## src/rtl/lane_swap_pkg.sv

```systemverilog
package lane_swap_pkg;

  typedef enum logic [1:0] {
    OP_HALF_BSWAP = 2'b00,
    OP_WORD_REV   = 2'b01,
    OP_HALF_XCHG  = 2'b10,
    OP_PASS       = 2'b11
  } swap_op_e;

  typedef struct packed {
    logic zero;
    logic sign;
    logic carry;
    logic ovf;
  } swap_flags_t;

endpackage

```

## src/rtl/lane_permute.sv

```systemverilog
module lane_permute
  import lane_swap_pkg::*;
#(
  parameter int DATA_W = 32,
  parameter int LANE_W = 8
) (
  input  swap_op_e          op_i,
  input  logic [DATA_W-1:0] data_i,
  output logic [DATA_W-1:0] result_o
);

  localparam int NUM_LANES      = DATA_W / LANE_W;
  localparam int LANES_PER_HALF = NUM_LANES / 2;

  for (genvar i = 0; i < NUM_LANES; i++) begin : g_lane
    localparam int HALF_IDX  = i / LANES_PER_HALF;
    localparam int POS       = i % LANES_PER_HALF;
    localparam int SRC_BSWAP = HALF_IDX * LANES_PER_HALF + (LANES_PER_HALF - 1 - POS);
    localparam int SRC_REV   = NUM_LANES - 1 - i;
    localparam int SRC_XCHG  = (i + LANES_PER_HALF) % NUM_LANES;

    logic [LANE_W-1:0] sel;

    always_comb begin
      case (op_i)
        OP_HALF_BSWAP: sel = data_i[SRC_BSWAP*LANE_W +: LANE_W];
        OP_WORD_REV:   sel = data_i[SRC_REV*LANE_W +: LANE_W];
        OP_HALF_XCHG:  sel = data_i[SRC_XCHG*LANE_W +: LANE_W];
        default:       sel = data_i[i*LANE_W +: LANE_W];
      endcase
    end

    assign result_o[i*LANE_W +: LANE_W] = sel;
  end

endmodule

```

## src/rtl/lane_flag_gen.sv

```systemverilog
module lane_flag_gen
  import lane_swap_pkg::*;
#(
  parameter int DATA_W = 32,
  parameter int LANE_W = 8
) (
  input  swap_op_e          op_i,
  input  logic [DATA_W-1:0] result_i,
  output swap_flags_t       flags_o
);

  localparam int NUM_LANES = DATA_W / LANE_W;
  localparam int HALF_W    = DATA_W / 2;

  logic [NUM_LANES-1:0] lane_zero;

  for (genvar i = 0; i < NUM_LANES; i++) begin : g_zdet
    assign lane_zero[i] = (result_i[i*LANE_W +: LANE_W] == '0);
  end

  logic low_half_zero;
  logic high_half_zero;

  assign low_half_zero  = (result_i[HALF_W-1:0] == '0);
  assign high_half_zero = (result_i[DATA_W-1:HALF_W] == '0);

  always_comb begin
    flags_o       = '0;
    flags_o.zero  = low_half_zero & high_half_zero;
    flags_o.sign  = result_i[DATA_W-1];
    flags_o.ovf   = 1'b0;
    case (op_i)
      OP_HALF_BSWAP: flags_o.carry = lane_zero[0];
      OP_WORD_REV:   flags_o.carry = |lane_zero;
      OP_HALF_XCHG:  flags_o.carry = low_half_zero | high_half_zero;
      default:       flags_o       = '0;
    endcase
  end

endmodule

```

## src/rtl/lane_out_reg.sv

```systemverilog
module lane_out_reg
  import lane_swap_pkg::*;
#(
  parameter int DATA_W = 32
) (
  input  logic              clk,
  input  logic              rst,
  input  logic              load_i,
  input  logic [DATA_W-1:0] data_i,
  input  swap_flags_t       flags_i,
  output logic              valid_o,
  output logic [DATA_W-1:0] data_o,
  output swap_flags_t       flags_o
);

  always_ff @(posedge clk) begin
    if (rst) begin
      valid_o <= 1'b0;
      data_o  <= '0;
      flags_o <= '0;
    end else begin
      valid_o <= load_i;
      if (load_i) begin
        data_o  <= data_i;
        flags_o <= flags_i;
      end
    end
  end

endmodule

```

## src/rtl/lane_swap_unit.sv

```systemverilog
module lane_swap_unit
  import lane_swap_pkg::*;
#(
  parameter int DATA_W = 32,
  parameter int LANE_W = 8
) (
  input  logic              clk,
  input  logic              rst,
  input  logic              op_valid,
  input  logic [1:0]        op_sel,
  input  logic [DATA_W-1:0] op_data,
  output logic              res_valid,
  output logic [DATA_W-1:0] res_data,
  output logic              res_zero,
  output logic              res_sign,
  output logic              res_carry,
  output logic              res_ovf
);

  swap_op_e          op_enum;
  logic [DATA_W-1:0] perm_data;
  swap_flags_t       perm_flags;
  swap_flags_t       reg_flags;

  assign op_enum = swap_op_e'(op_sel);

  lane_permute #(.DATA_W(DATA_W), .LANE_W(LANE_W)) u_permute (
    .op_i     (op_enum),
    .data_i   (op_data),
    .result_o (perm_data)
  );

  lane_flag_gen #(.DATA_W(DATA_W), .LANE_W(LANE_W)) u_flags (
    .op_i     (op_enum),
    .result_i (perm_data),
    .flags_o  (perm_flags)
  );

  lane_out_reg #(.DATA_W(DATA_W)) u_oreg (
    .clk     (clk),
    .rst     (rst),
    .load_i  (op_valid),
    .data_i  (perm_data),
    .flags_i (perm_flags),
    .valid_o (res_valid),
    .data_o  (res_data),
    .flags_o (reg_flags)
  );

  assign res_zero  = reg_flags.zero;
  assign res_sign  = reg_flags.sign;
  assign res_carry = reg_flags.carry;
  assign res_ovf   = reg_flags.ovf;

endmodule

```

## config.mk

```make
export PLATFORM = sky130hd
export DESIGN_NAME = lane_swap_unit
export DESIGN_NICKNAME = d
export VERILOG_FILES = /design/src/rtl/lane_swap_pkg.sv /design/src/rtl/lane_permute.sv /design/src/rtl/lane_flag_gen.sv /design/src/rtl/lane_out_reg.sv /design/src/rtl/lane_swap_unit.sv
export SDC_FILE = /design/constraint.sdc
export NUM_CORES = 1
export LEC_CHECK = 0
export BUFFER_PORTS_ARGS = -buffer_cell sky130_fd_sc_hd__buf_2
export CAP_MARGIN = 20
export CORE_UTILIZATION = 40
export CTS_BUF_LIST = sky130_fd_sc_hd__clkbuf_4
export DETAILED_ROUTE_END_ITERATION = 12
export PLACE_DENSITY_LB_ADDON = 0.3
export SETUP_SLACK_MARGIN = 0.15
export SLEW_MARGIN = 30
export SYNTH_ARGS = -nofsm -noshare
export SYNTH_HDL_FRONTEND = slang
export SYNTH_SLANG_ARGS = --single-unit
export TNS_END_PERCENT = 100
```

## constraint.sdc

```tcl
create_clock -name clk -period 3.14 [get_ports clk]
set_clock_uncertainty 0.1 [all_clocks]
set_input_delay 0.157 -clock clk [delete_from_list [all_inputs] [get_ports clk]]
set_output_delay 0.157 -clock clk [all_outputs]
set_load 0.01 [all_outputs]
```

==> key figures, run 1 <==
Critical path
  – Required time worst endpoint: 3.30 ns
  – Crit end category: flop
  – Crit path kind: in2reg
  – CP dominant cell by count: o22ai_1
  – Critical path data arrival time: 2.31 ns
  – CP cell instances: buf_2 > buf_4 > mux4_1 > nor4_1 > nand2_1 > o22ai_1 > a41oi_1 > o22ai_1
  – Crit path launch: op_sel[0]
  – Slowest-stage cell, CP: mux4_1
  – Worst R2R Start: u_oreg.flags_o[1]
  – Register-to-Register Path Depth: 3
  – CP Launch Type: primary input
  – Max incr delay on CP: 0.61 ns
  – Crit Path Max Fanout: 15

Hold path
  – Min-delay worst type: in2reg
  – Hold Startpoint: op_data[15]
  – Hold depth: 3

GRT
  – GRT Overall Usage: 18.3%
  – Antenna violations before repair: 0
  – Number of global-route vias before repair: 1,742
  – First-pass GRT wire length: 8740 um
  – Met1 usage: 24.4%
  – Overflow after GRT: 0
  – GRT Max-Usage Layer: met2
  – Met2 Resource Use GR: 29.8%
  – Met3 global-route usage: 3.33%
  – Largest net degree at the start of global routing: 37

Pwr
  – Pwr/cell area: 374 nW/um2
  – Sw Share: 30.6%
  – Worst-case vdd ir drop: 150 uV
  – Logic pwr share: 28.1%
  – Lkg Pwr: 0.00128 uW
  – Clock power frac: 22.2%
  – Internal cell power: 708 uW
  – Part of the power in registers: 49.6%
  – Net Sw Power: 312 uW

Floorplanning
  – Die Wd: 79.2 um
  – Vert. Die Dim: 79.2 um
  – Starting Density: 42.3%
  – DIE AREA: 6280 um2
  – # rows: 27
  – Core area: 5640 um2
  – # IOs: 74

Detailed routing
  – DR WL/cell: 17.2 um
  – Routed vias: 1,807
  – DR iter-0 viols: 95
  – Drt pass-1 iters: 4
  – Post-route ant nets: 0
  – DRC Markers: 0
  – Vias/cell: 5.65
  – Routed WL: 5510 um

STA
  – Tcrit/Tclk final: 68.6%
  – Final Hold Viols: 0
  – Final Setup Violations: 0
  – Worst slew margin: 56.2%
  – Pins Over Slew Limit: 0
  – Unrepaired setup endpoints after global routing: no
  – Minimum clock period: 2.15 ns
  – Slew @ Worst Pin: 0.658 ns
  – Setup TNS: 0 ns
  – Fmax: 465 MHz

Placed design
  – Global placer's final weighted congestion: 0.864
  – Port Buf Inserts: 72
  – Placed inst area: 2690 um2
  – DPL Wire Length: 4260 um
  – Placed cells: 313

Synthesis
  – Yosys cell types: 27
  – Top-area cell type share of the netlist area: 30.2%
  – Post-Syn Instances: 181
  – Largest area contributor in the netlist: dfxtp_1
  – Top post-synthesis cells by area: dfxtp_1 (30%), mux4_1 (26%), mux2i_1 (14%)
  – Synthesized area: 2380 um2
  – Avg Cell Area, Syn: 13.2 um2
  – Seq/Total Area, Yosys: 30.2%
  – Synthesis Warnings: 0
  – Synthesized Nets: 218
  – FF+latch count, synth: 36

Clocking
  – Max Root-Sink Buffers: 2
  – Post-CTS Hold Buffers: 0
  – Post CTS Setup Buffer Count: 0
  – Clock Latency Late Sink: 0.33 ns
  – H-tree depth: 2
  – Root buffer cell: clkbuf_4
  – Cts repair resizes: 0
  – Clock Sinks: 36
  – CTS Buf Count: 5
  – CTS tree: built
  – Clock transition at path regs: 0.10 ns

Run
  – Max-Cap Viols: 0

Finish
  – Layout Cells excl Fill: 320
  – Final Cell Area: 2730 um2
  – Layout cells sized above 1: 39.1%
  – Register area: 721 um2
  – Antenna Cells: 0
  – Multi-input logic area: 1470 um2
  – FILL cells: 529
  – Layout Nets: 285
  – Area Overhead vs Synth: 14.5%

Run status
  – Status: complete, no violations
[worst max-delay path, delay by kind of cell]
kind / cells / cell delay (ns)
compound gates: 3 / 0.44
buf+inv: 2 / 0.51
mux: 1 / 0.61
simple gates: 2 / 0.57
[area by class of cell]
class                      instances  area share [%]
clock buffer                       5            1.37
clock inverter                     2           0.275
timing repair buffer              77            14.6
multi-input combinational        127            53.9
sequential                        36            26.4
tap                               72            3.30
inverter                           1           0.137
[per-stage QoR]
stage,total power [uW],setup slack (ns),hold WS [ns],util (%)
2_1_floorplan,718,1.23,0.209,-
3_3_place_gp,802,0.679,0.368,47.6
3_5_place_dp,805,0.647,0.380,47.6
4_1_cts,1030,0.997,0.205,48.4
5_1_grt,1070,0.785,0.203,48.4
6_report,1020,0.987,0.215,48.4
[state kept, by name, summed over array words and instances, names as in the netlist]
name and flops:
u_oreg.data_o 32, u_oreg.flags_o 3, u_oreg.valid_o 1
[cells by family (layout without fill, tap and decap cells)]
| group | count (synthesis) | in the layout | synth area share (%) |
|---|---|---|---|
| buf+inv | 18 | 85 | 8.03 |
| flops | 36 | 36 | 30.2 |
| simple gates | 53 | 53 | 11.5 |
| other cells | 1 | 1 | 0.157 |
| mux | 65 | 65 | 47.8 |
| compound gates | 8 | 8 | 2.20 |
[placed cells by master (no fill, tap or decap), types with 5 or more instances in the layout]
cell type / n
clkbuf_4: 5
mux2i_1: 33
mux4_1: 24
mux4_2: 8
dfxtp_1: 36
nor4_1: 5
buf_2: 72
nor2_1: 35
buf_4: 5
[power groups by stage]
stage,clock (uW),combinational (uW),sequential [uW]
after floorplan,0,186,531
after CTS,235,288,507
after detailed placement,0,288,517
after global placement,0,284,517
final,227,287,506
after global routing,255,309,511
[Yosys cell counts]
master / number
nor4_1: 5
clkbuf_1: 5
and2b_1: 1
nor4_2: 3
buf_8: 1
inv_1: 1
mux2i_1: 33
o22ai_1: 2
a31oi_1: 3
conb_1: 1
nand2_2: 2
buf_4: 1
a41oi_1: 1
nor2_1: 35
nor2b_1: 1
nand2_1: 3
a21oi_1: 1
and2b_2: 1
nor4_4: 1
mux4_2: 8
mux4_1: 24
clkbuf_8: 3
buf_12: 3
a211oi_1: 1
or2b_1: 1
dfxtp_1: 36
buf_6: 4
[layer usage]
layer / routed length [um] / share of wire (%) / vias up
met5: 0 / 0 / -
met4: 78 / 1.4 / 0
met3: 294 / 5.3 / 6
met2: 2710 / 49 / 70
met1: 2420 / 44 / 884
li1: - / - / 847
[path summary, 6_finish.rpt]
| check | slack (ns) | end |
|---|---|---|
| setup / recovery | 0.99 | u_oreg.flags_o[1] |
| hold / removal | 0.22 | u_oreg.flags_o[2] |
| setup reg to reg | 2.15 | u_oreg.flags_o[1] |
| hold reg to reg | 0.40 | u_oreg.data_o[12] |
Note: power is estimated with default switching activity, not from simulation.
==> run 2: changes to the inputs <==
==> constraint.sdc (replaced) <==
create_clock -name clk -period 2.13 [get_ports clk]
set_clock_uncertainty 0.1 [all_clocks]
set_input_delay 0.1065 -clock clk [delete_from_list [all_inputs] [get_ports clk]]
set_output_delay 0.1065 -clock clk [all_outputs]
set_load 0.01 [all_outputs]
==> run 2 against run 1 <==
Effect of this change:
- critical endpoint unchanged
- total power up 52%
- design area up 4.7%
- wire length up 3.3%
- sequential share of layout area down 1.2 points
- critical path type unchanged
- register-to-register slack worse by 0.97 ns
- flip-flop and latch count unchanged
- clock power up 55%
==> key figures, run 2 (synthesis gave the netlist of run 1 again) <==
Placed design
  – Dpl ws: -0.0847 ns (was 0.647 ns)
  – Port Buf Inserts: 72 (unchanged)
  – Global placer's final weighted congestion: 0.835 (was 0.864)
  – DPL Wire Length: 4420 um (was 4260 um)

Critical path
  – Crit path launch: op_sel[1] (was op_sel[0])
  – Crit Path Max Fanout: 8 (was 15)
  – Crit path kind: in2reg (unchanged)
  – Critical path data arrival time: 2.06 ns (was 2.31 ns)
  – CP Launch Type: primary input (unchanged)
  – Register-to-Register Path Depth: 3 (unchanged)
  – Worst R2R Start: u_oreg.flags_o[1] (unchanged)
  – FF-to-FF setup slack: 1.18 ns (was 2.15 ns)
  – Required time worst endpoint: 2.30 ns (was 3.30 ns)
  – FF-to-FF End: u_oreg.flags_o[1] (unchanged)
  – CP Capture Point: u_oreg.flags_o[1] (unchanged)
  – Crit end category: flop (unchanged)

Floorplanning
  – Starting Density: 42.3% (unchanged)
  – Vert. Die Dim: 79.2 um (unchanged)
  – Core area: 5640 um2 (unchanged)
  – DIE AREA: 6280 um2 (unchanged)
  – Die Wd: 79.2 um (unchanged)
  – # rows: 27 (unchanged)
  – # IOs: 74 (unchanged)

STA
  – Unrepaired setup endpoints after global routing: no (unchanged)
  – Pins Over Slew Limit: 0 (unchanged)
  – Final Hold Viols: 0 (unchanged)
  – Tcrit/Tclk final: 88.5%
  – Final Setup Violations: 0 (unchanged)
  – Fmax: 530 MHz
  – Final WS setup: 0.245 ns (was 0.987 ns)
  – Minimum clock period: 1.89 ns

Clocking
  – Max Root-Sink Buffers: 2 (unchanged)
  – Clock transition at path regs: 0.10 ns (about the same)
  – CTS Buf Count: 5 (unchanged)
  – Root buffer cell: clkbuf_4 (unchanged)
  – Clock Sinks: 36 (unchanged)
  – Clock Latency Late Sink: 0.33 ns (about the same)
  – CTS tree: built (unchanged)
  – H-tree depth: 2 (unchanged)
  – Post CTS Setup Buffer Count: 0 (unchanged)

Run
  – Max-Cap Viols: 0 (unchanged)

Finish
  – Antenna Cells: 0 (unchanged)
  – Largest register FFs: 32 (unchanged)
  – Layout cells sized above 1: 42.1% (was 39.1%)
  – Most common cell after layout, fill and taps aside: buf_2 (unchanged)
  – Layout Nets: 296 (was 285)
  – Largest registers: u_oreg.data_o (32), u_oreg.flags_o (3), u_oreg.valid_o (1) (unchanged)
  – Commonest cells after routing, fill and taps aside: buf_2 (72), dfxtp_1 (36), nor2_1 (35) (unchanged)
  – Area Overhead vs Synth: 19.8% (was 14.5%)
  – Biggest register: u_oreg.data_o (unchanged)

Pwr
  – Internal cell power: 1080 uW (was 708 uW)
  – Clock power frac: 22.7% (was 22.2%)
  – Logic pwr share: 29.1% (was 28.1%)
  – Lkg Pwr: 0.00135 uW (was 0.00128 uW)
  – Pwr/cell area: 542 nW/um2 (was 374 nW/um2)
  – Worst-case vdd ir drop: 204 uV (was 150 uV)
  – Total Power: 1550 uW (was 1020 uW)
  – Sw Share: 30.0% (was 30.6%)
  – Part of the power in registers: 48.2% (was 49.6%)
  – Net Sw Power: 465 uW (was 312 uW)

Detailed routing
  – Routed WL: 5690 um (was 5510 um)
  – Routed vias: 1,876 (was 1,807)
  – Routed wl met3: 316 um (was 294 um)
  – WL met2: 2710 um (about the same)
  – DRC Markers: 0 (unchanged)
  – DR WL/cell: 17.2 um (about the same)
  – Max layer used: met4 (unchanged)
  – DR iter-0 viols: 92 (was 95)
  – M1 WL: 2520 um (was 2420 um)
  – Drt pass-1 iters: 4 (unchanged)
  – Post-route ant nets: 0 (unchanged)
  – Vias/cell: 5.67 (was 5.65)

GRT
  – First-pass GRT wire length: 9140 um (was 8740 um)
  – GRT Overall Usage: 19.4% (was 18.3%)
  – Largest net degree at the start of global routing: 36 (was 37)
  – Antenna violations before repair: 0 (unchanged)
  – Overflow after GRT: 0 (unchanged)
  – Number of global-route vias before repair: 1,767 (was 1,742)

Run status
  – Status: complete, no violations (unchanged)

Hold path
  – Hold depth: 3 (unchanged)
  – Min-delay worst type: in2reg (unchanged)
==> run 2: metrics by stage <==
step / instances / setup TNS [ns] / area (um2) / utilization [%] / hold slack (ns)
2_1_floorplan: 181 / 0 / 2380 / - / 0.158
3_3_place_gp: 323 / -0.134 / 2800 / 49.6 / 0.360
3_5_place_dp: 323 / -0.147 / 2800 / 49.6 / 0.360
6_report: 331 / 0 / 2860 / 50.7 / 0.146
4_1_cts: 330 / 0 / 2850 / 50.5 / 0.00250
5_1_grt: 331 / 0 / 2860 / 50.7 / 0.148
==> run 2: worst min-delay path by stage <==
| stage | from | endpoint | slack (ns) |
|---|---|---|---|
| floorplan | op_valid | u_oreg.valid_o | 0.16 |
| global placement | rst | u_oreg.valid_o | 0.36 |
| detailed placement | rst | u_oreg.valid_o | 0.36 |
| CTS | rst | u_oreg.valid_o | 0.002 |
| global route | op_data[15] | u_oreg.flags_o[2] | 0.15 |
| finish | op_data[15] | u_oreg.flags_o[2] | 0.15 |
==> run 2: power groups by stage <==
| stage | logic (uW) | registers (uW) | clock network, uW |
|---|---|---|---|
| 2_1_floorplan | 275 | 783 | 0 |
| 3_3_place_gp | 442 | 762 | 0 |
| 3_5_place_dp | 449 | 762 | 0 |
| 4_1_cts | 449 | 747 | 366 |
| 5_1_grt | 486 | 753 | 400 |
| 6_report | 450 | 746 | 352 |
==> run 2: layout make-up <==
| class | count | area [um2] |
|---|---|---|
| clock buffers | 6 | 45.0 |
| clock inverters | 1 | 5.00 |
| fillers | 532 | 2780 |
| inverters | 1 | 3.75 |
| multi-input cells | 127 | 1470 |
| flip-flops and latches | 36 | 721 |
| well taps | 72 | 90.1 |
| repair buffers | 88 | 520 |
==> run 2: worst max-delay path: stages <==
cell and delay [ns]:
buf_2 0.19, buf_12 0.15, mux4_1 0.60, nor4_1 0.42, nand2_2 0.13, o22ai_1 0.19, a41oi_1 0.13, o22ai_1 0.14
==> run 2: routing by layer <==
| layer | global-route usage (%) | vias up |
|---|---|---|
| li1 | - | 873 |
| met1 | 26.1 | 923 |
| met2 | 30.3 | 68 |
| met3 | 3.91 | 12 |
| met4 | 8.55 | 0 |
| met5 | 0 | - |
==> run 2: what timing repair did <==
| item | 4_1_cts | 5_1_grt |
|---|---|---|
| endpoints found under the hold margin | 0 | 1 |
| hold buffers | 0 | 1 |
| resized for setup | 0 | 0 |
==> run 3: changes to the inputs <==
==> constraint.sdc (replaced) <==
create_clock -name clk -period 1.65 [get_ports clk]
set_clock_uncertainty 0.1 [all_clocks]
set_input_delay 0.495 -clock clk [delete_from_list [all_inputs] [get_ports clk]]
set_output_delay 0.495 -clock clk [all_outputs]
set_load 0.01 [all_outputs]
==> run 3 against run 2 <==
Effect of this change:
- the run now ends with negative setup slack left
- sequential power rose by 29%
- total power rose by 46%
- wire length rose by 14%
- design area rose by 19%
- critical path depth rose by 1
- global-route usage rose by 1.6 points
- final cell count rose by 15%
- setup slack got worse by 0.68 ns
- combinational power rose by 84%
- via count rose by 12%
- critical endpoint unchanged
- largest power group unchanged
- highest routed layer unchanged
==> key figures, run 3 (synthesis gave the netlist of run 1 again) <==
Critical path
  – Register-to-Register Path Depth: 3 (unchanged)
  – Required time worst endpoint: 1.81 ns (was 2.30 ns)
  – Crit end category: flop (unchanged)
  – Crit path kind: in2reg (unchanged)
  – Crit Path Max Fanout: 7 (was 8)
  – FF-to-FF End: u_oreg.flags_o[1] (unchanged)
  – Critical path data arrival time: 2.24 ns (was 2.06 ns)
  – CP Launch Type: primary input (unchanged)
  – Worst R2R Start: u_oreg.flags_o[1] (unchanged)
  – FF-to-FF setup slack: 0.63 ns (was 1.18 ns)

Pwr
  – Pwr/cell area: 664 nW/um2 (was 542 nW/um2)
  – Clock power frac: 20.8% (was 22.7%)
  – Net Sw Power: 690 uW (was 465 uW)
  – Sw Share: 30.6% (was 30.0%)
  – Total Power: 2260 uW (was 1550 uW)
  – Logic pwr share: 36.6% (was 29.1%)
  – Lkg Pwr: 0.00157 uW (was 0.00135 uW)
  – Internal cell power: 1570 uW (was 1080 uW)
  – Worst-case vdd ir drop: 300 uV (was 204 uV)
  – Part of the power in registers: 42.6% (was 48.2%)

Detailed routing
  – DR WL/cell: 17.0 um (was 17.2 um)
  – Vias/cell: 5.52 (was 5.67)
  – Drt pass-1 iters: 4 (unchanged)
  – Post-route ant nets: 0 (unchanged)
  – DRC Markers: 0 (unchanged)
  – Routed vias: 2,098 (was 1,876)
  – DR iter-0 viols: 64 (was 92)
  – Routed WL: 6470 um (was 5690 um)

GRT
  – GRT Overall Usage: 21.1% (was 19.4%)
  – Antenna violations before repair: 0 (unchanged)
  – Largest net degree at the start of global routing: 36 (unchanged)
  – Overflow after GRT: 0 (unchanged)
  – First-pass GRT wire length: 9950 um (was 9140 um)
  – Number of global-route vias before repair: 2,019 (was 1,767)

STA
  – Final Hold Viols: 0 (unchanged)
  – Tcrit/Tclk final: 126%
  – Pins Over Slew Limit: 0 (unchanged)
  – Fmax: 481 MHz
  – Unrepaired setup endpoints after global routing: yes (was no)
  – Minimum clock period: 2.08 ns
  – Final Setup Violations: 4 (was 0)
  – Final WS setup: -0.430 ns (was 0.245 ns)

Finish
  – Multi-input logic area: 1500 um2 (was 1470 um2)
  – Largest registers: u_oreg.data_o (32), u_oreg.flags_o (3), u_oreg.valid_o (1) (unchanged)
  – Antenna Cells: 0 (unchanged)
  – Biggest register: u_oreg.data_o (unchanged)
  – Register area: 721 um2 (unchanged)
  – Commonest cells after routing, fill and taps aside: buf_2 (69), buf_4 (39), dfxtp_1 (36) (was buf_2 (72), dfxtp_1 (36), nor2_1 (35))
  – Layout Nets: 345 (was 296)
  – Layout Cells excl Fill: 380 (was 331)
  – Area Overhead vs Synth: 42.5% (was 19.8%)
  – Layout cells sized above 1: 60.4% (was 42.1%)
  – FILL cells: 472 (was 532)
  – Most common cell after layout, fill and taps aside: buf_2 (unchanged)
  – Final Cell Area: 3400 um2 (was 2860 um2)
  – Largest register FFs: 32 (unchanged)

Floorplanning
  – Die Wd: 79.2 um (unchanged)
  – Starting Density: 42.3% (unchanged)
  – # IOs: 74 (unchanged)
  – DIE AREA: 6280 um2 (unchanged)
  – Core area: 5640 um2 (unchanged)
  – Vert. Die Dim: 79.2 um (unchanged)
  – # rows: 27 (unchanged)

Hold path
  – Hold Startpoint: u_oreg.flags_o[2] (was op_data[15])
  – WHS Endpoint: u_oreg.flags_o[2] (unchanged)
  – Min-delay worst type: reg2reg (was in2reg)
  – Hold depth: 2 (was 3)

Placed design
  – Placed cells: 351 (was 323)
  – Port Buf Inserts: 72 (unchanged)
  – DPL Wire Length: 4650 um (was 4420 um)
  – Global placer's final weighted congestion: 0.821 (was 0.835)
  – Placed inst area: 2970 um2 (was 2800 um2)

Run status
  – Violated checks: negative setup slack
  – Status: finished, violations left (was complete, no violations)

Clocking
  – H-tree depth: 2 (unchanged)
  – Clock transition at path regs: 0.10 ns (about the same)
  – CTS Buf Count: 5 (unchanged)
  – Clock Sinks: 36 (unchanged)
  – Clock Latency Late Sink: 0.33 ns (about the same)
  – CTS tree: built (unchanged)
  – Root buffer cell: clkbuf_4 (unchanged)
  – Max Root-Sink Buffers: 2 (unchanged)
  – Post-CTS Hold Buffers: 0 (unchanged)

Run
  – Max-Cap Viols: 0 (unchanged)
run 3: worst max-delay path: stages:
cell and delay (ns):
buf_12 0.10, buf_8 0.11, buf_6 0.09, mux4_2 0.55
nor4_4 0.28, nand2_2 0.11, o22ai_2 0.19, a41oi_2 0.13
o22ai_1 0.17
run 3: repair_timing:
item | in CTS | in global routing
setup endpoints to repair | 25 | 16
pin swaps | 12 | 4
gates cloned | 2 | 0
hold endpoints to repair | 0 | 0
setup buffers | 13 | 7
resized for setup | 42 | 17
run 3: metrics by stage:
step	worst slack, ns	hold slack, ns	TNS [ns]	utilization (%)
2_1_floorplan	-0.556	0.402	-1.30	-
3_3_place_gp	-0.935	0.374	-11.33	52.7
3_5_place_dp	-0.950	0.381	-11.67	52.7
4_1_cts	-0.342	0.398	-0.683	58.3
5_1_grt	-0.461	0.393	-1.35	60.3
6_report	-0.430	0.397	-1.12	60.3
run 3: layout make-up:
cell class	count	area share (%)
repair buffers	137	30.5
flip-flops and latches	36	21.2
multi-input cells	127	44.1
clock buffers	6	1.32
inverters	1	0.110
well taps	72	2.65
clock inverters	1	0.147
run 3: metal layers:
layer / global-route usage (%) / wire length [um]
met1: 25.7 / 2660
met2: 35.4 / 3280
met3: 4.02 / 310
met4: 10.4 / 214
met5: 0 / 0
run 3: worst max-delay path by stage:
stage               from                 to  slack, ns  cells after the start
2_1_floorplan  op_sel[1]  u_oreg.flags_o[3]      -0.56                      8
3_3_place_gp   op_sel[1]  u_oreg.flags_o[3]      -0.94                      8
3_5_place_dp   op_sel[1]  u_oreg.flags_o[1]      -0.95                      8
4_1_cts        op_sel[1]  u_oreg.flags_o[3]      -0.34                     10
5_1_grt        op_sel[1]  u_oreg.flags_o[1]      -0.46                      9
6_report       op_sel[1]  u_oreg.flags_o[1]      -0.43                      9
run 3: power groups by stage:
stage / clock [uW] / combinational, uW / sequential (uW)
final: 469 / 826 / 963
after global routing: 514 / 880 / 971
after CTS: 482 / 773 / 964
after detailed placement: 0 / 667 / 983
after global placement: 0 / 658 / 983
after floorplan: 0 / 374 / 1010
